==> src/rtl/dmc_pkg.sv <==
`timescale 1ns/1ps
// Shared opcodes, action codes and the stored mode record for the
// display mode controller. Assumes one-byte opcodes.
package dmc_pkg;

    localparam int CMD_W  = 8;
    localparam int STAT_W = 32;

    localparam logic [CMD_W-1:0] OP_SWRST     = 8'h01;
    localparam logic [CMD_W-1:0] OP_BOOST_OFF = 8'h02;
    localparam logic [CMD_W-1:0] OP_BOOST_ON  = 8'h03;
    localparam logic [CMD_W-1:0] OP_STATUS    = 8'h09;
    localparam logic [CMD_W-1:0] OP_SLEEP_IN  = 8'h10;
    localparam logic [CMD_W-1:0] OP_SLEEP_OUT = 8'h11;
    localparam logic [CMD_W-1:0] OP_PARTIAL   = 8'h12;
    localparam logic [CMD_W-1:0] OP_NORMAL    = 8'h13;
    localparam logic [CMD_W-1:0] OP_INV_OFF   = 8'h20;
    localparam logic [CMD_W-1:0] OP_INV_ON    = 8'h21;
    localparam logic [CMD_W-1:0] OP_ALL_OFF   = 8'h22;
    localparam logic [CMD_W-1:0] OP_ALL_ON    = 8'h23;
    localparam logic [CMD_W-1:0] OP_DISP_OFF  = 8'h28;
    localparam logic [CMD_W-1:0] OP_DISP_ON   = 8'h29;
    localparam logic [CMD_W-1:0] OP_TEAR_OFF  = 8'h34;
    localparam logic [CMD_W-1:0] OP_TEAR_ON   = 8'h35;
    localparam logic [CMD_W-1:0] OP_IDLE_OFF  = 8'h38;
    localparam logic [CMD_W-1:0] OP_IDLE_ON   = 8'h39;

    // Forbidden opcode ranges
    localparam logic [CMD_W-1:0] BAD_LO_A = 8'hB0;
    localparam logic [CMD_W-1:0] BAD_HI_A = 8'hB9;
    localparam logic [CMD_W-1:0] BAD_LO_B = 8'hDE;

    typedef enum logic [4:0] {
        ACT_NONE, ACT_SWRST, ACT_BOOST_OFF, ACT_BOOST_ON, ACT_STATUS,
        ACT_SLEEP_IN, ACT_SLEEP_OUT, ACT_PARTIAL, ACT_NORMAL,
        ACT_INV_OFF, ACT_INV_ON, ACT_ALL_OFF, ACT_ALL_ON,
        ACT_DISP_OFF, ACT_DISP_ON, ACT_TEAR_OFF, ACT_TEAR_ON,
        ACT_IDLE_OFF, ACT_IDLE_ON
    } dmc_act_e;

    typedef struct packed {
        logic awake;
        logic boost;
        logic disp;
        logic inv;
        logic normal;
        logic partial;
        logic all_on;
        logic all_off;
        logic idle;
        logic tear;
    } dmc_mode_t;

    localparam dmc_mode_t MODE_RESET = '{
        awake: 1'b0, boost: 1'b1, disp: 1'b1, inv: 1'b0, normal: 1'b1,
        partial: 1'b0, all_on: 1'b0, all_off: 1'b0, idle: 1'b0, tear: 1'b0
    };

endpackage

==> src/rtl/dmc_cmd_decode.sv <==
`timescale 1ns/1ps
// Opcode classifier: maps a command byte to an action and flags the
// forbidden ranges. Purely combinational; assumes cmd_byte is stable
// while cmd_valid is high.
module dmc_cmd_decode
    import dmc_pkg::*;
(
    input  logic [CMD_W-1:0] cmd_byte,
    output dmc_act_e         act,
    output logic             forbidden
);

    // Range test for opcodes that must be rejected
    always_comb begin
        forbidden = ((cmd_byte >= BAD_LO_A) && (cmd_byte <= BAD_HI_A)) ||
                    (cmd_byte >= BAD_LO_B);
    end

    // Exact-match lookup of the supported single-byte commands
    always_comb begin
        unique case (cmd_byte)
            OP_SWRST:     act = ACT_SWRST;
            OP_BOOST_OFF: act = ACT_BOOST_OFF;
            OP_BOOST_ON:  act = ACT_BOOST_ON;
            OP_STATUS:    act = ACT_STATUS;
            OP_SLEEP_IN:  act = ACT_SLEEP_IN;
            OP_SLEEP_OUT: act = ACT_SLEEP_OUT;
            OP_PARTIAL:   act = ACT_PARTIAL;
            OP_NORMAL:    act = ACT_NORMAL;
            OP_INV_OFF:   act = ACT_INV_OFF;
            OP_INV_ON:    act = ACT_INV_ON;
            OP_ALL_OFF:   act = ACT_ALL_OFF;
            OP_ALL_ON:    act = ACT_ALL_ON;
            OP_DISP_OFF:  act = ACT_DISP_OFF;
            OP_DISP_ON:   act = ACT_DISP_ON;
            OP_TEAR_OFF:  act = ACT_TEAR_OFF;
            OP_TEAR_ON:   act = ACT_TEAR_ON;
            OP_IDLE_OFF:  act = ACT_IDLE_OFF;
            OP_IDLE_ON:   act = ACT_IDLE_ON;
            default:      act = ACT_NONE;
        endcase
    end

endmodule

==> src/rtl/dmc_sync.sv <==
`timescale 1ns/1ps
// Level synchronizer for the supply-ready signal. STAGES flops in series,
// cleared by reset. Assumes the input is a slow level, not a pulse.
module dmc_sync #(
    parameter int STAGES = 2
) (
    input  logic clk,
    input  logic rst_n,
    input  logic d_async,
    output logic q_sync
);

    logic [STAGES-1:0] chain_q;

    generate
        for (genvar s = 0; s < STAGES; s++) begin : g_stage
            if (s == 0) begin : g_first
                // First stage samples the asynchronous level
                always_ff @(posedge clk) begin
                    if (!rst_n) chain_q[0] <= 1'b0;
                    else        chain_q[0] <= d_async;
                end
            end else begin : g_next
                // Later stages pass the value along
                always_ff @(posedge clk) begin
                    if (!rst_n) chain_q[s] <= 1'b0;
                    else        chain_q[s] <= chain_q[s-1];
                end
            end
        end
    endgenerate

    assign q_sync = chain_q[STAGES-1];

endmodule

==> src/rtl/dmc_stat_ser.sv <==
`timescale 1ns/1ps
// Status serializer: captures a word with one leading dummy bit and
// shifts it out MSB first on each shift strobe. Any other command
// (abort) ends the stream; load has priority over abort and shift.
module dmc_stat_ser #(
    parameter int WORD_W = 32
) (
    input  logic              clk,
    input  logic              rst_n,
    input  logic              load,
    input  logic              abort,
    input  logic              shift,
    input  logic [WORD_W-1:0] word,
    output logic              busy,
    output logic              sdo
);

    localparam int LEN   = WORD_W + 1;
    localparam int CNT_W = $clog2(LEN + 1);

    logic [LEN-1:0]   sreg_q;
    logic [CNT_W-1:0] cnt_q;

    // Shift register and remaining-bit counter
    always_ff @(posedge clk) begin
        if (!rst_n) begin
            sreg_q <= '0;
            cnt_q  <= '0;
        end else if (load) begin
            sreg_q <= {1'b0, word};
            cnt_q  <= CNT_W'(LEN);
        end else if (abort) begin
            cnt_q  <= '0;
        end else if (shift && (cnt_q != '0)) begin
            sreg_q <= {sreg_q[LEN-2:0], 1'b0};
            cnt_q  <= cnt_q - 1'b1;
        end
    end

    assign busy = (cnt_q != '0);
    assign sdo  = busy & sreg_q[LEN-1];


    cnt_bound_chk: assert property (@(posedge clk) disable iff (!rst_n)
        cnt_q <= CNT_W'(LEN));


    abort_ends_chk: assert property (@(posedge clk) disable iff (!rst_n)
        (abort && !load) |=> !busy);

endmodule

==> src/rtl/dmc_mode_ctrl.sv <==
`timescale 1ns/1ps
// Display mode and power state controller. Decodes one-byte commands,
// holds the stored mode flags, derives effective drive enables gated by
// sleep and synchronized supply readiness, and streams a status word.
// Assumes cmd_valid is a one-cycle strobe per command.
module dmc_mode_ctrl
    import dmc_pkg::*;
#(
    parameter int SYNC_STAGES = 2
) (
    input  logic             clk,
    input  logic             rst_n,
    input  logic             cmd_valid,
    input  logic [CMD_W-1:0] cmd_byte,
    input  logic             supply_rdy_async,
    input  logic [4:0]       orient_cfg,
    input  logic [2:0]       pixfmt_cfg,
    input  logic             stat_shift,
    output logic             booster_run,
    output logic             display_drive,
    output logic             partial_drive,
    output logic             all_on_drive,
    output logic             all_off_drive,
    output logic             invert_drive,
    output logic             idle_drive,
    output logic             tear_en,
    output logic             stat_busy,
    output logic             stat_sdo,
    output logic             cmd_err
);

    dmc_act_e          act;
    logic              forbidden;
    logic              rdy_sync;
    dmc_mode_t         mode_q;
    dmc_mode_t         mode_d;
    logic              err_q;
    logic              supply_ok;
    logic [STAT_W-1:0] stat_word;
    logic              accept;

    dmc_cmd_decode u_dec (
        .cmd_byte  (cmd_byte),
        .act       (act),
        .forbidden (forbidden)
    );

    dmc_sync #(.STAGES(SYNC_STAGES)) u_sync (
        .clk     (clk),
        .rst_n   (rst_n),
        .d_async (supply_rdy_async),
        .q_sync  (rdy_sync)
    );

    assign accept = cmd_valid && !forbidden;

    // Next-state rules for the stored flags, including mutual exits
    always_comb begin
        mode_d = mode_q;
        if (accept) begin
            case (act)
                ACT_SWRST:     mode_d = MODE_RESET;
                ACT_BOOST_OFF: mode_d.boost = 1'b0;
                ACT_BOOST_ON:  mode_d.boost = 1'b1;
                ACT_SLEEP_IN:  mode_d.awake = 1'b0;
                ACT_SLEEP_OUT: mode_d.awake = 1'b1;
                ACT_PARTIAL: begin
                    mode_d.partial = 1'b1;
                    mode_d.normal  = 1'b0;
                    mode_d.all_on  = 1'b0;
                    mode_d.all_off = 1'b0;
                end
                ACT_NORMAL: begin
                    mode_d.normal  = 1'b1;
                    mode_d.partial = 1'b0;
                    mode_d.all_on  = 1'b0;
                    mode_d.all_off = 1'b0;
                end
                ACT_INV_OFF:   mode_d.inv = 1'b0;
                ACT_INV_ON:    mode_d.inv = 1'b1;
                ACT_ALL_OFF: begin
                    mode_d.all_off = 1'b1;
                    mode_d.all_on  = 1'b0;
                end
                ACT_ALL_ON: begin
                    mode_d.all_on  = 1'b1;
                    mode_d.all_off = 1'b0;
                end
                ACT_DISP_OFF:  mode_d.disp = 1'b0;
                ACT_DISP_ON:   mode_d.disp = 1'b1;
                ACT_TEAR_OFF:  mode_d.tear = 1'b0;
                ACT_TEAR_ON:   mode_d.tear = 1'b1;
                ACT_IDLE_OFF:  mode_d.idle = 1'b0;
                ACT_IDLE_ON:   mode_d.idle = 1'b1;
                default:       mode_d = mode_q;
            endcase
        end
    end

    // Stored mode flags
    always_ff @(posedge clk) begin
        if (!rst_n) mode_q <= MODE_RESET;
        else        mode_q <= mode_d;
    end

    // One-cycle error pulse for rejected opcodes
    always_ff @(posedge clk) begin
        if (!rst_n) err_q <= 1'b0;
        else        err_q <= cmd_valid && forbidden;
    end

    // Effective enables derived from stored flags and readiness
    always_comb begin
        supply_ok     = mode_q.boost & rdy_sync;
        booster_run   = mode_q.boost & mode_q.awake;
        display_drive = mode_q.awake & mode_q.disp & supply_ok;
        partial_drive = display_drive & mode_q.partial;
        all_on_drive  = display_drive & mode_q.all_on;
        all_off_drive = display_drive & mode_q.all_off;
        invert_drive  = display_drive & mode_q.inv & ~mode_q.all_on & ~mode_q.all_off;
        idle_drive    = display_drive & mode_q.idle;
        tear_en       = mode_q.tear;
        cmd_err       = err_q;
    end

    // Status word assembly
    always_comb begin
        stat_word = {supply_ok, orient_cfg, 3'b000, pixfmt_cfg,
                     mode_q.idle, mode_q.partial, mode_q.awake, mode_q.normal,
                     1'b0, 1'b0, mode_q.inv, mode_q.all_on, mode_q.all_off,
                     mode_q.disp, mode_q.tear, 9'b0};
    end

    dmc_stat_ser #(.WORD_W(STAT_W)) u_ser (
        .clk   (clk),
        .rst_n (rst_n),
        .load  (cmd_valid && !forbidden && (act == ACT_STATUS)),
        .abort (cmd_valid),
        .shift (stat_shift),
        .word  (stat_word),
        .busy  (stat_busy),
        .sdo   (stat_sdo)
    );


    sleep_keeps_flags_chk: assert property (@(posedge clk) disable iff (!rst_n)
        (cmd_valid && cmd_byte == OP_SLEEP_IN) |=>
            (mode_q.boost == $past(mode_q.boost)) && (mode_q.disp == $past(mode_q.disp)));


    drive_needs_ready_chk: assert property (@(posedge clk) disable iff (!rst_n)
        display_drive |-> rdy_sync);


    partial_normal_excl_chk: assert property (@(posedge clk) disable iff (!rst_n)
        $onehot({mode_q.partial, mode_q.normal}));


    all_on_off_excl_chk: assert property (@(posedge clk) disable iff (!rst_n)
        !(mode_q.all_on && mode_q.all_off));


    err_no_change_chk: assert property (@(posedge clk) disable iff (!rst_n)
        cmd_err |-> $stable(mode_q));

endmodule

==> config.mk <==
export PLATFORM = sky130hd
export DESIGN_NAME = dmc_mode_ctrl
export DESIGN_NICKNAME = d
export VERILOG_FILES = /design/src/rtl/dmc_pkg.sv /design/src/rtl/dmc_cmd_decode.sv /design/src/rtl/dmc_sync.sv /design/src/rtl/dmc_stat_ser.sv /design/src/rtl/dmc_mode_ctrl.sv
export SDC_FILE = /design/constraint.sdc
export NUM_CORES = 1
export LEC_CHECK = 0
export BUFFER_PORTS_ARGS = -buffer_cell sky130_fd_sc_hd__buf_4
export CAP_MARGIN = 20
export CORE_ASPECT_RATIO = 1.4
export CORE_MARGIN = 3
export CORE_UTILIZATION = 50
export CTS_CLUSTER_DIAMETER = 200
export DETAILED_ROUTE_END_ITERATION = 8
export GPL_ROUTABILITY_DRIVEN = 0
export PLACE_DENSITY_LB_ADDON = 0.1
export SLEW_MARGIN = 20
export SYNTH_ARGS = -nofsm -noshare
export SYNTH_HDL_FRONTEND = slang
export SYNTH_HIERARCHICAL = 1
export SYNTH_SLANG_ARGS = --single-unit
==> constraint.sdc <==
create_clock -name clk -period 3.7 [get_ports clk]
set_input_delay 0.74 -clock clk [delete_from_list [all_inputs] [get_ports clk]]
set_output_delay 0.74 -clock clk [all_outputs]
set_load 0.05 [all_outputs]
==> summary.md, run 1 <==
| Metric | Value |
|---|---|
| Nets@finish | 384 |
| Vias post-DR | 2,387 |
| Reg2reg path depth | 8 |
| Number of enable-type register cells in the synthesized netlist | 0 |
| Number of antenna repair diodes | 0 |
| Result of the run | finished clean |
| Worst setup slack for register-to-register paths | 1340 ps |
| Power Internal | 787 uW |
| Die width | 70.3 um |
| Count of boundary I/O pins | 32 |
| Total CTS buffers | 5 |
| Total routing usage reported by global routing | 17.3% |
| Final setup violation count | 0 |
| Largest fanout on the critical path | 60 |
| Setup crit end kind | register |
| Number of DRC markers in iteration 0 | 162 |
| Crit path launch type | primary input |
| Delay of the slowest cell on the worst path | 410 ps |
| Share of final-layout standard cells stronger than drive strength 1 | 17.1% |
| Die ar. | 6760 um2 |
| Endpoint of the worst register-to-register path | u_ser/sreg_q[23] |
| CP Cell Sequence | buf_4, inv_1, ha_1, and3b_2, a21oi_1, nor2_1, or3b_1, nor4b_1, inv_1, buf_12, o21ai_0, a21oi_1 |
| Ys async rst share | 0% |
| Part of the Yosys area used for sequential elements | 35.9% |
| Port Buffers | 31 |
| Clock insertion delay at the later pin of the skew report | 300 ps |
| HPWL Detailed | 3920 um |
| Initial antenna violation count | 0 |
| Signal arrival time at the worst endpoint | 3160 ps |
| Top flip-flop cell by instance count after synthesis | sky130_fd_sc_hd__dfxtp_1 |
| Final worst clock skew | 8.29 ps |
| Antenna-violating nets left | 0 |
| Routed Wire Length | 5720 um |
| Critical hold path startpoint | u_sync/chain_q[0] |
| H-tree levels | 2 |
| Worst path buffer plus inverter count | 4 |
| Ratio of final minimum period to clock period | 80.1% |
| Row count | 32 |
| Hold violation count in the final report | 0 |
| Count of final max-slew check failures | 0 |
| CTS clock-pin slew for the worst setup and hold paths | 100 ps |
| DRC violation count after routing | 0 |
| WP data required | 3890 ps |
| Number of distinct library cell variants in the gate-level netlist after synthesis | 62 |
| Worst hold stages | 1 |
| Leak Pwr | 1.24 nW |
| Upper clock frequency limit | 337 MHz |
| Clock sink total | 52 |
| Number of cells produced by synthesis | 321 |
| Total negative setup slack | 0 ps |
| Post-CTS resize count | 0 |
| Height of the chip | 96.1 um |
| Net switching power | 309 uW |
| Shortest clock period the worst path allows after layout | 2960 ps |
| CTS tree | built |
| Pin count of the biggest net entering global routing | 61 |
| Beginning of the worst register-to-register path | u_ser/cnt_q[0] |
| Worst setup path category | in -> reg |
| Fraction of power consumed by the clock network | 29.8% |
| Power share of the sequential group | 53.3% |
| Longest Clk Path Bufs | 2 |
| Total Power Consumption | 1.10 mW |
| DR vias/cell | 5.62 |
| Total power density per cell area | 338 nW/um2 |
| Quantity of hold-fixing buffers added after cts | 0 |
| Area of the core | 5570 um2 |
| Initial cell density of the core | 52.1% |
| Category of cells accounting for the largest share of critical-path delay | simple AND/OR/NAND/NOR gates |
| Via count of the first global-routing pass | 2,163 |
| Maximum capacitance violations | 0 |
| HP Class | reg -> reg |
| Peak supply drop | 144 uV |
| Critical-path top delay cell | sky130_fd_sc_hd__or3b_1 |
| Post-synthesis average cell area | 9.03 um2 |
| Combinational fraction of design power | 16.8% |
| Worst hold path endpoint | u_sync/q_sync |
| Netlist area before placement | 2900 um2 |
| Area growth, synth to finish | 12.1% |
| Clock tree root buffer cell | sky130_fd_sc_hd__clkbuf_8 |
| Worst-margin pin slew | 553 ps |
| Yosys warns | 6 |
| Unrepaired setup endpoints after global routing | no |
| Router iterations before antenna repair | 4 |
| Total setup buffers inserted after CTS | 0 |
| Slew Limit Headroom | 63.0% |
| First-pass GRT wire length | 9650 um |
| Remaining Overflow, GRT | 0 |
| #FFs+latches synth | 52 |
| Switching fraction of total power | 28.2% |
| Average wire per cell in the routed design | 13.5 um |
==> registers in the layout, indices dropped and copies added (netlist names) <==
signal	cells
u_ser/sreg_q	33
u_ser/cnt_q	6
cmd_err	1
u_sync/chain_q	1
u_sync/q_sync	1
tear_en	1
mode_q	9
==> power groups by stage <==
| stage | combinational, mW | sequential, mW | clock (mW) |
|---|---|---|---|
| 2_1_floorplan | 0.142 | 0.596 | 0 |
| 3_3_place_gp | 0.182 | 0.598 | 0 |
| 3_5_place_dp | 0.184 | 0.598 | 0 |
| 4_1_cts | 0.184 | 0.585 | 0.340 |
| 5_1_grt | 0.205 | 0.587 | 0.356 |
| 6_report | 0.185 | 0.585 | 0.327 |
==> worst max-delay path by stage <==
stage                start                to  cells past startpoint
6_report       cmd_byte[1]  u_ser/sreg_q[13]                     12
5_1_grt        cmd_byte[1]   u_ser/sreg_q[3]                     12
4_1_cts        cmd_byte[1]  u_ser/sreg_q[31]                     12
3_5_place_dp   cmd_byte[1]  u_ser/sreg_q[31]                     12
3_3_place_gp   cmd_byte[1]  u_ser/sreg_q[31]                     12
2_1_floorplan  cmd_byte[1]  u_ser/sreg_q[25]                     13
==> layout by cell type, fill, tap and decap left out, drive strengths merged, types with 2 or more instances in the layout <==
master	count
dfxtp	52
a21oi	39
buf	39
o21ai	36
mux2i	32
nand2	14
conb	14
inv	11
and2	10
nand3	9
nor2	8
and3	8
ha	7
o211ai	6
nor2b	5
clkbuf	5
xnor2	4
nand4	4
or3b	4
and3b	4
nor3	4
a211oi	4
nand2b	3
o221a	3
o41ai	2
nor3b	2
o31ai	2
o311a	2
==> cell type report <==
class                      instances  area (um2)
inverter                          10        37.5
tap                               68        85.1
timing repair buffer              39         305
fill                             526        2320
multi-input combinational        248        1690
clock inverter                     3        21.3
sequential                        52        1040
clock buffer                       5        68.8
==> cells by family (layout without fill, tap and decap cells) <==
logic type / after synthesis / count (layout) / share of synthesized area [%]
muxes: 33 / 33 / 11.4
DFF: 52 / 52 / 35.9
adders and majority gates: 7 / 7 / 3.02
AOI/OAI and AO/OA: 106 / 106 / 22.9
other: 1 / 14 / 0.129
buffers and inverters: 34 / 57 / 7.47
and+or+nand+nor: 83 / 83 / 17.6
xor gates and xnor gates: 5 / 5 / 1.51
==> cell usage after synthesis, types with 4 or more instances <==
| cell type | n | area share [%] |
|---|---|---|
| sky130_fd_sc_hd__o21ai_0 | 34 | 5.9 |
| sky130_fd_sc_hd__and2_1 | 10 | 2.2 |
| sky130_fd_sc_hd__dfxtp_1 | 52 | 36 |
| sky130_fd_sc_hd__nand3_1 | 9 | 1.6 |
| sky130_fd_sc_hd__xnor2_1 | 4 | 1.2 |
| sky130_fd_sc_hd__nor2_1 | 8 | 1.0 |
| sky130_fd_sc_hd__nand2_1 | 14 | 1.8 |
| sky130_fd_sc_hd__nand4_1 | 4 | 0.86 |
| sky130_fd_sc_hd__and3_1 | 7 | 1.5 |
| sky130_fd_sc_hd__a21oi_1 | 39 | 6.7 |
| sky130_fd_sc_hd__ha_1 | 7 | 3.0 |
| sky130_fd_sc_hd__inv_1 | 10 | 1.3 |
| sky130_fd_sc_hd__clkbuf_1 | 12 | 1.6 |
| sky130_fd_sc_hd__o211ai_1 | 5 | 1.3 |
| sky130_fd_sc_hd__buf_6 | 4 | 1.6 |
| sky130_fd_sc_hd__nor2b_1 | 5 | 1.1 |
| sky130_fd_sc_hd__mux2i_1 | 32 | 11 |
==> stage by stage <==
stage	area [um2]	worst slack [ps]	cells	hold WS [ps]	util, %
2_1_floorplan	2950	528	334	412	-
3_3_place_gp	3160	444	417	415	56.7
3_5_place_dp	3160	464	417	418	56.7
4_1_cts	3250	783	425	446	58.4
5_1_grt	3250	616	425	462	58.4
6_report	3250	737	425	443	58.4
==> per-layer routing <==
| layer | vias up | global-route usage (%) | wire, um |
|---|---|---|---|
| met4 | 0 | 6.07 | 90 |
| met5 | - | 0 | 0 |
| met1 | 1117 | 20.8 | 2630 |
| met2 | 28 | 30.9 | 2850 |
| li1 | 1235 | - | - |
| met3 | 7 | 3.03 | 144 |
==> worst reg2reg max path, stage by stage (launching register included) <==
cell and delay [ps]:
sky130_fd_sc_hd__dfxtp_1 350, sky130_fd_sc_hd__inv_1 90, sky130_fd_sc_hd__ha_1 220, sky130_fd_sc_hd__nor2b_1 210
sky130_fd_sc_hd__a211oi_4 420, sky130_fd_sc_hd__buf_4 310, sky130_fd_sc_hd__buf_4 330, sky130_fd_sc_hd__mux2i_1 240
sky130_fd_sc_hd__a21oi_1 80
No activity file was read; power rests on OpenSTA's default activity.
==> inputs of run 2 (changes only) <==
ABC_AREA = 1   (was unset)
clock period = 2.81 ns   (was 3.7 ns; I/O delays follow)
==> run 2 against run 1 <==
Final cell count increased by 40%. Sequential share of layout area down 2.5 points. Die area grew 4.6%. Worst setup slack got worse by 400 ps.
==> summary.md, run 2 <==
| Metric | Value |
|---|---|
| Area growth, synth to finish | 15.9% (was 12.1%) |
| Largest fanout on the critical path | 32 (was 60) |
| Final cell count without fillers | 595 (was 425) |
| Synth Area in XOR/XNOR | 0.864% (was 1.51%) |
| CTS clock-pin slew for the worst setup and hold paths | 100 ps (about the same) |
| Area contributors post-synth | sky130_fd_sc_hd__dfxtp_1, sky130_fd_sc_hd__nand2_1, sky130_fd_sc_hd__nand3_1 (was sky130_fd_sc_hd__dfxtp_1, sky130_fd_sc_hd__mux2i_1, sky130_fd_sc_hd__a21oi_1) |
| Beginning of the worst register-to-register path | u_ser/cnt_q[0] (unchanged) |
| Area of the core | 5860 um2 (was 5570 um2) |
| Most frequent cells in the layout | sky130_fd_sc_hd__nand2_1, sky130_fd_sc_hd__nand3_1, sky130_fd_sc_hd__dfxtp_1 (was sky130_fd_sc_hd__dfxtp_1, sky130_fd_sc_hd__a21oi_1, sky130_fd_sc_hd__buf_4) |
| Adder and majority cell fraction of the synthesized area | 2.88% (was 3.02%) |
| Final worst clock skew | 11.8 ps (was 8.29 ps) |
| Number of DRC markers in iteration 0 | 196 (was 162) |
| Longest Clk Path Bufs | 2 (unchanged) |
| Ratio of final minimum period to clock period | 87.9% |
| Setup crit end kind | register (unchanged) |
| #FFs+latches synth | 52 (unchanged) |
| Critical hold path startpoint | u_sync/chain_q[0] (unchanged) |
| Vias post-DR | 3,065 (was 2,387) |
| Total CTS buffers | 5 (unchanged) |
| DR vias/cell | 5.15 (was 5.62) |
| Worst slack, placed | 36.0 ps (was 464 ps) |
| Leak Pwr | 1.61 nW (was 1.24 nW) |
| Number of cells produced by synthesis | 478 (was 321) |
| Post-CTS resize count | 0 (unchanged) |
| H-tree levels | 2 (unchanged) |
| Quantity of hold-fixing buffers added after cts | 0 (unchanged) |
| Worst path setup slack after routing | 340 ps (was 737 ps) |
| Clock tree root buffer cell | sky130_fd_sc_hd__clkbuf_8 (unchanged) |
| Hold violation count in the final report | 0 (unchanged) |
| Top flip-flop cell by instance count after synthesis | sky130_fd_sc_hd__dfxtp_1 (unchanged) |
| Reg2reg path depth | 7 (was 8) |
| # placed instances | 587 (was 417) |
| Count of final max-slew check failures | 0 (unchanged) |
| HP Class | reg -> reg (unchanged) |
| Shortest clock period the worst path allows after layout | 2470 ps |
| Final setup violation count | 0 (unchanged) |
| Part of the Yosys area used for sequential elements | 34.2% (was 35.9%) |
| Worst hold path endpoint | u_sync/q_sync (unchanged) |
| Pin count of the biggest net entering global routing | 34 (was 61) |
| Max reg flops | 33 (unchanged) |
| Worst setup slack for register-to-register paths | 1200 ps (was 1340 ps) |
| Crit path launch type | primary input (unchanged) |
| Largest register by flop count | u_ser/sreg_q (unchanged) |
| Proportion of synthesized area in mux cells | 0.329% (was 11.4%) |
| Unrepaired setup endpoints after global routing | no (unchanged) |
| Port Buffers | 31 (unchanged) |
| Clock sink total | 52 (unchanged) |
| Worst setup path category | in -> reg (unchanged) |
| Leading registers by flop count | u_ser/sreg_q x33, mode_q x9, u_ser/cnt_q x6 (unchanged) |
| Dominant cell type by area after synthesis | sky130_fd_sc_hd__dfxtp_1 (unchanged) |
| Total power density per cell area | 417 nW/um2 (was 338 nW/um2) |
| Worst hold slack across all endpoints | 421 ps (was 443 ps) |
| Yosys warns | 6 (unchanged) |
| Number of enable-type register cells in the synthesized netlist | 0 (unchanged) |
| Result of the run | finished clean (unchanged) |
| Share of final-layout standard cells stronger than drive strength 1 | 15.6% (was 17.1%) |
| Nets@finish | 552 (was 384) |
| Cell with the most instances after synthesis | sky130_fd_sc_hd__nand2_1 (was sky130_fd_sc_hd__dfxtp_1) |
| Leading cell type in the layout, fill and taps excluded | sky130_fd_sc_hd__nand2_1 (was sky130_fd_sc_hd__dfxtp_1) |
| Area share of the largest cell type after synthesis | 34.2% (was 35.9%) |
| Combinational family with the most area after synthesis | simple AND/OR/NAND/NOR gates (was compound AO/OA/AOI/OAI gates) |
| Row count | 33 (was 32) |
| Via count of the first global-routing pass | 2,800 (was 2,163) |
| Netlist area before placement | 3040 um2 (was 2900 um2) |
| Height of the chip | 98.3 um (was 96.1 um) |
| Compound-cell area share of the yosys netlist | 10.6% (was 22.9%) |
| Initial antenna violation count | 0 (unchanged) |
| Total negative setup slack | 0 ps (unchanged) |
| Peak supply drop | 228 uV (was 144 uV) |
| DRC violation count after routing | 0 (unchanged) |
| Total setup buffers inserted after CTS | 0 (unchanged) |
| Worst hold stages | 2 (was 1) |
| Router iterations before antenna repair | 4 (unchanged) |
| Post-synthesis average cell area | 6.36 um2 (was 9.03 um2) |
| Commonest cells post-synth | sky130_fd_sc_hd__nand2_1, sky130_fd_sc_hd__nand3_1, sky130_fd_sc_hd__dfxtp_1 (was sky130_fd_sc_hd__dfxtp_1, sky130_fd_sc_hd__a21oi_1, sky130_fd_sc_hd__o21ai_0) |
| Die width | 71.9 um (was 70.3 um) |
| Upper clock frequency limit | 405 MHz |
| CTS tree | built (unchanged) |
| Simple logic cell fraction of the synthesized area | 41.8% (was 17.6%) |
| Antenna-violating nets left | 0 (unchanged) |
| Endpoint of the worst register-to-register path | u_ser/sreg_q[5] (was u_ser/sreg_q[23]) |
| First-pass GRT wire length | 12,100 um (was 9650 um) |
| Number of antenna repair diodes | 0 (unchanged) |
| WP data required | 3050 ps (was 3890 ps) |
| Die ar. | 7070 um2 (was 6760 um2) |
| Total routing usage reported by global routing | 20.6% (was 17.3%) |
| Ys async rst share | 0% (unchanged) |
| Number of distinct library cell variants in the gate-level netlist after synthesis | 30 (was 62) |
| Count of boundary I/O pins | 32 (unchanged) |
| HPWL Detailed | 5050 um (was 3920 um) |
| Average wire per cell in the routed design | 11.6 um (was 13.5 um) |
| Post-Route Utilization | 60.1% (was 58.4%) |
| Signal arrival time at the worst endpoint | 2710 ps (was 3160 ps) |
| Clock insertion delay at the later pin of the skew report | 310 ps (was 300 ps) |
| Initial cell density of the core | 51.9% (was 52.1%) |
| Routed Wire Length | 6880 um (was 5720 um) |
| Remaining Overflow, GRT | 0 (unchanged) |
| Maximum capacitance violations | 0 (unchanged) |
## run 2: how the worst max path moves through the flow
stage	slack (ps)	to	cells past startpoint	from
6_report	340	u_ser/sreg_q[8]	15	cmd_byte[0]
5_1_grt	7	u_ser/sreg_q[29]	15	cmd_byte[0]
4_1_cts	370	u_ser/sreg_q[8]	15	cmd_byte[0]
3_5_place_dp	40	u_ser/sreg_q[30]	15	cmd_byte[0]
3_3_place_gp	120	u_ser/sreg_q[3]	16	cmd_byte[0]
2_1_floorplan	230	u_ser/sreg_q[9]	16	cmd_byte[1]
## run 2: cells by family after synthesis
| logic type | Yosys count |
|---|---|
| buffers and inverters | 60 |
| flip-flops | 52 |
| multiplexers | 1 |
| AO/OA/AOI/OAI | 61 |
| AND/OR/NAND/NOR | 293 |
| other | 1 |
| XOR/XNOR | 3 |
| adder cells (fa/ha/maj) | 7 |
## run 2: layer usage
layer  up-vias  routed length [um]  GRT usage (%)
met5         -                   0              0
met4         0                 140           8.54
met3        12                 254           3.40
met2        67                3420           34.9
met1      1390                3060           25.4
li1       1596                   -              -
## run 2: worst max-delay path: stages
cell and delay, ps:
sky130_fd_sc_hd__buf_4 130, sky130_fd_sc_hd__inv_1 90, sky130_fd_sc_hd__ha_1 210, sky130_fd_sc_hd__nand3_2 100, sky130_fd_sc_hd__a21oi_1 180, sky130_fd_sc_hd__nand2_1 80
sky130_fd_sc_hd__a21oi_1 170, sky130_fd_sc_hd__inv_1 100, sky130_fd_sc_hd__nor2_1 130, sky130_fd_sc_hd__nand3_1 100, sky130_fd_sc_hd__nor2_2 200, sky130_fd_sc_hd__inv_2 120
sky130_fd_sc_hd__nand2_4 290, sky130_fd_sc_hd__nand2_1 110, sky130_fd_sc_hd__a21oi_1 150
## run 2: area by class of cell
cell class                      instances  area, um2
Fill cell                             592       2340
Multi-Input combinational cell        379       1770
Sequential cell                        52       1040
Timing Repair Buffer                   46        383
Inverter                               40        150
Tap cell                               70       87.6
Clock buffer                            5       68.8
Clock inverter                          3       21.3
## run 2: power breakdown
part           internal, mW  total (mW)  switching [mW]
registers             0.748       0.757         0.00844
logic                0.0948       0.278           0.183
clock network         0.177       0.433           0.256
## run 2: through the flow
| stage | area (um2) | power, mW |
|---|---|---|
| 2_1_floorplan | 3090 | 0.978 |
| 3_3_place_gp | 3430 | 1.05 |
| 3_5_place_dp | 3430 | 1.05 |
| 4_1_cts | 3520 | 1.49 |
| 5_1_grt | 3520 | 1.55 |
| 6_report | 3520 | 1.47 |
==> inputs of run 3 (changes only) <==
ABC_AREA = unset   (was 1)
==> run 3 against run 2 <==
Non-clock buffer count is 8 higher. Sequential share of layout area increased by 1.4 points. Sequential power grew 2%. Register-to-register slack worse by 360 ps. Critical path type unchanged. Highest routed layer unchanged.
==> summary.md, run 3 (synthesized netlist as in run 1, its figures left out) <==
| Metric | Value |
|---|---|
| Result of the run | finished clean (unchanged) |
| Filler cells | 546 (was 592) |
| CP Cell Sequence | buf_4, inv_1, buf_4, ha_1, or3b_1, a21oi_1, o221a_2, or4b_2, o211ai_1, o21ai_0 (was buf_4, inv_1, ha_1, nand3_2, a21oi_1, nand2_1, a21oi_1, inv_1, nor2_1, nand3_1, nor2_2, inv_2, nand2_4, nand2_1, a21oi_1) |
| Category of cells accounting for the largest share of critical-path delay | simple AND/OR/NAND/NOR gates (unchanged) |
| Nets@finish | 399 (was 552) |
| Pin count of the biggest net entering global routing | 57 (was 34) |
| Area of the multi-input gates | 1700 um2 (was 1770 um2) |
| Power Internal | 1.05 mW (was 1.02 mW) |
| Number of DRC markers in iteration 0 | 154 (was 196) |
| Area of the core | 5570 um2 (was 5860 um2) |
| Crit path launch type | primary input (unchanged) |
| HP Class | reg -> reg (unchanged) |
| Antenna-violating nets left | 0 (unchanged) |
| Maximum capacitance violations | 0 (unchanged) |
| Net switching power | 409 uW (was 447 uW) |
| Router iterations before antenna repair | 4 (unchanged) |
| Port Buffers | 31 (unchanged) |
| Initial antenna violation count | 0 (unchanged) |
| CTS tree | built (unchanged) |
| Signal arrival time at the worst endpoint | 2700 ps (was 2710 ps) |
| Row count | 32 (was 33) |
| Via count of the first global-routing pass | 2,198 (was 2,800) |
| Height of the chip | 96.1 um (was 98.3 um) |
| WP data required | 2990 ps (was 3050 ps) |
| Count of final max-slew check failures | 0 (unchanged) |
| Post-Route Utilization | 60.5% (was 60.1%) |
| Leading cell type in the layout, fill and taps excluded | sky130_fd_sc_hd__buf_4 (was sky130_fd_sc_hd__nand2_1) |
| Longest Clk Path Bufs | 2 (unchanged) |
| Seq. cell area | 1040 um2 (unchanged) |
| Max reg flops | 33 (unchanged) |
| Worst hold slack across all endpoints | 445 ps (was 421 ps) |
| Initial cell density of the core | 52.1% (was 51.9%) |
| Worst path setup slack after routing | 292 ps (was 340 ps) |
| Switching fraction of total power | 28.1% (was 30.5%) |
| Share of final-layout standard cells stronger than drive strength 1 | 20.7% (was 15.6%) |
| Upper clock frequency limit | 397 MHz (was 405 MHz) |
| Beginning of the worst register-to-register path | u_ser/cnt_q[0] (unchanged) |
| Largest register by flop count | u_ser/sreg_q (unchanged) |
| Unrepaired setup endpoints after global routing | no (unchanged) |
| Critical-path top delay cell | sky130_fd_sc_hd__or4b_2 (was sky130_fd_sc_hd__nand2_4) |
| Clock sink total | 52 (unchanged) |
| Ratio of final minimum period to clock period | 89.6% (was 87.9%) |
| Number of antenna repair diodes | 0 (unchanged) |
| DR vias/cell | 5.48 (was 5.15) |
| # placed instances | 432 (was 587) |
| Setup crit end kind | register (unchanged) |
| Critical hold path startpoint | u_sync/chain_q[0] (unchanged) |
| Final cell count without fillers | 440 (was 595) |
| Hold violation count in the final report | 0 (unchanged) |
| Remaining Overflow, GRT | 0 (unchanged) |
| Routed Wire Length | 5850 um (was 6880 um) |
| Clock insertion delay at the later pin of the skew report | 300 ps (was 310 ps) |
| Average wire per cell in the routed design | 13.3 um (was 11.6 um) |
| Shortest clock period the worst path allows after layout | 2520 ps (was 2470 ps) |
| Total Power Consumption | 1.46 mW (was 1.47 mW) |
| Critical Path Start | cmd_byte[1] (was cmd_byte[0]) |
| Combinational fraction of design power | 17.5% (was 18.9%) |
| Fin area | 3370 um2 (was 3520 um2) |
| Largest fanout on the critical path | 4 (was 32) |
| Vias post-DR | 2,409 (was 3,065) |
| DRC violation count after routing | 0 (unchanged) |
| Delay of the slowest cell on the worst path | 720 ps (was 290 ps) |
| Die width | 70.3 um (was 71.9 um) |
| Power share of the sequential group | 52.9% (was 51.6%) |
| Clock tree root buffer cell | sky130_fd_sc_hd__clkbuf_8 (unchanged) |
| Most frequent cells in the layout | sky130_fd_sc_hd__buf_4, sky130_fd_sc_hd__dfxtp_1, sky130_fd_sc_hd__a21oi_1 (was sky130_fd_sc_hd__nand2_1, sky130_fd_sc_hd__nand3_1, sky130_fd_sc_hd__dfxtp_1) |
| Worst path buffer plus inverter count | 3 (was 4) |
| Leak Pwr | 1.32 nW (was 1.61 nW) |
| Count of boundary I/O pins | 32 (unchanged) |
| H-tree levels | 2 (unchanged) |
| Die ar. | 6760 um2 (was 7070 um2) |
| Total power density per cell area | 432 nW/um2 (was 417 nW/um2) |
| Total negative setup slack | 0 ps (unchanged) |
| Final worst clock skew | 7.43 ps (was 11.8 ps) |
| Cell occurring most often along the worst timing path | sky130_fd_sc_hd__buf_4 (was sky130_fd_sc_hd__a21oi_1) |
| Area growth, synth to finish | 16.2% (was 15.9%) |
| Peak supply drop | 221 uV (was 228 uV) |
| HPWL Detailed | 4190 um (was 5050 um) |
| Worst setup path category | in -> reg (unchanged) |
| CTS clock-pin slew for the worst setup and hold paths | 100 ps (about the same) |
| Fraction of power consumed by the clock network | 29.6% (was 29.5%) |
| Post-DP Area | 3270 um2 (was 3430 um2) |
| First-pass GRT wire length | 9740 um (was 12,100 um) |
| Total routing usage reported by global routing | 17.5% (was 20.6%) |
| Final setup violation count | 0 (unchanged) |
| Worst slack, placed | -97.7 ps (was 36.0 ps) |
| Leading registers by flop count | u_ser/sreg_q x33, mode_q x9, u_ser/cnt_q x6 (unchanged) |
| Total CTS buffers | 5 (unchanged) |
| Total setup buffers inserted after CTS | 0 (unchanged) |
run 3: changes by cell type in the layout (fill, tap and decap cells not counted), moves of 8 or more:
cell,previous run,this run
sky130_fd_sc_hd__a21oi_1,47,39
sky130_fd_sc_hd__and2_1,0,10
sky130_fd_sc_hd__buf_4,43,53
sky130_fd_sc_hd__inv_1,33,10
sky130_fd_sc_hd__mux2i_1,1,32
sky130_fd_sc_hd__nand2_1,180,14
sky130_fd_sc_hd__nand3_1,53,9
sky130_fd_sc_hd__nor2_1,33,8
sky130_fd_sc_hd__o21ai_0,7,34
run 3: worst reg2reg max path: stages (launching register included):
cell	delay [ps]
sky130_fd_sc_hd__dfxtp_1	360
sky130_fd_sc_hd__inv_1	90
sky130_fd_sc_hd__ha_1	220
sky130_fd_sc_hd__nor2b_1	200
sky130_fd_sc_hd__a211oi_4	260
sky130_fd_sc_hd__buf_4	250
sky130_fd_sc_hd__mux2_1	330
sky130_fd_sc_hd__and3_1	170
run 3: what timing repair did:
| action | in CTS | in global routing |
|---|---|---|
| setup endpoints to repair | 0 | 5 |
| endpoints found under the hold margin | 0 | 0 |
| hold buffers | 0 | 0 |
| resized for setup | 0 | 1 |
run 3: routing by layer:
metal	GRT usage, %	up-vias	part of all wire [%]
li1	-	1256	-
met1	21.2	1117	45
met2	30.9	27	50
met3	3.55	9	2.5
met4	5.59	0	1.7
met5	0	-	0
run 3: final cells by class:
cell class	instances	area share [%]
clock buffers	5	2.04
well taps	68	2.53
multi-input cells	248	50.4
flip-flops and latches	52	30.9
repair buffers	54	12.4
clock inverters	3	0.632
inverters	10	1.11
run 3: power groups by stage:
| stage | clock network, mW | logic [mW] | registers [mW] |
|---|---|---|---|
| 2_1_floorplan | 0 | 0.187 | 0.785 |
| 3_3_place_gp | 0 | 0.250 | 0.787 |
| 3_5_place_dp | 0 | 0.254 | 0.787 |
| 4_1_cts | 0.451 | 0.254 | 0.770 |
| 5_1_grt | 0.476 | 0.283 | 0.773 |
| 6_report | 0.431 | 0.254 | 0.770 |
run 3: final timing paths:
kind / endpoint / cells past startpoint / slack (ps)
worst min register to register: u_sync/q_sync / 1 / 440
worst max-delay path: mode_q[2] / 10 / 290
worst min-delay path: u_sync/q_sync / 1 / 440
worst max register to register: u_ser/sreg_q[32] / 7 / 840
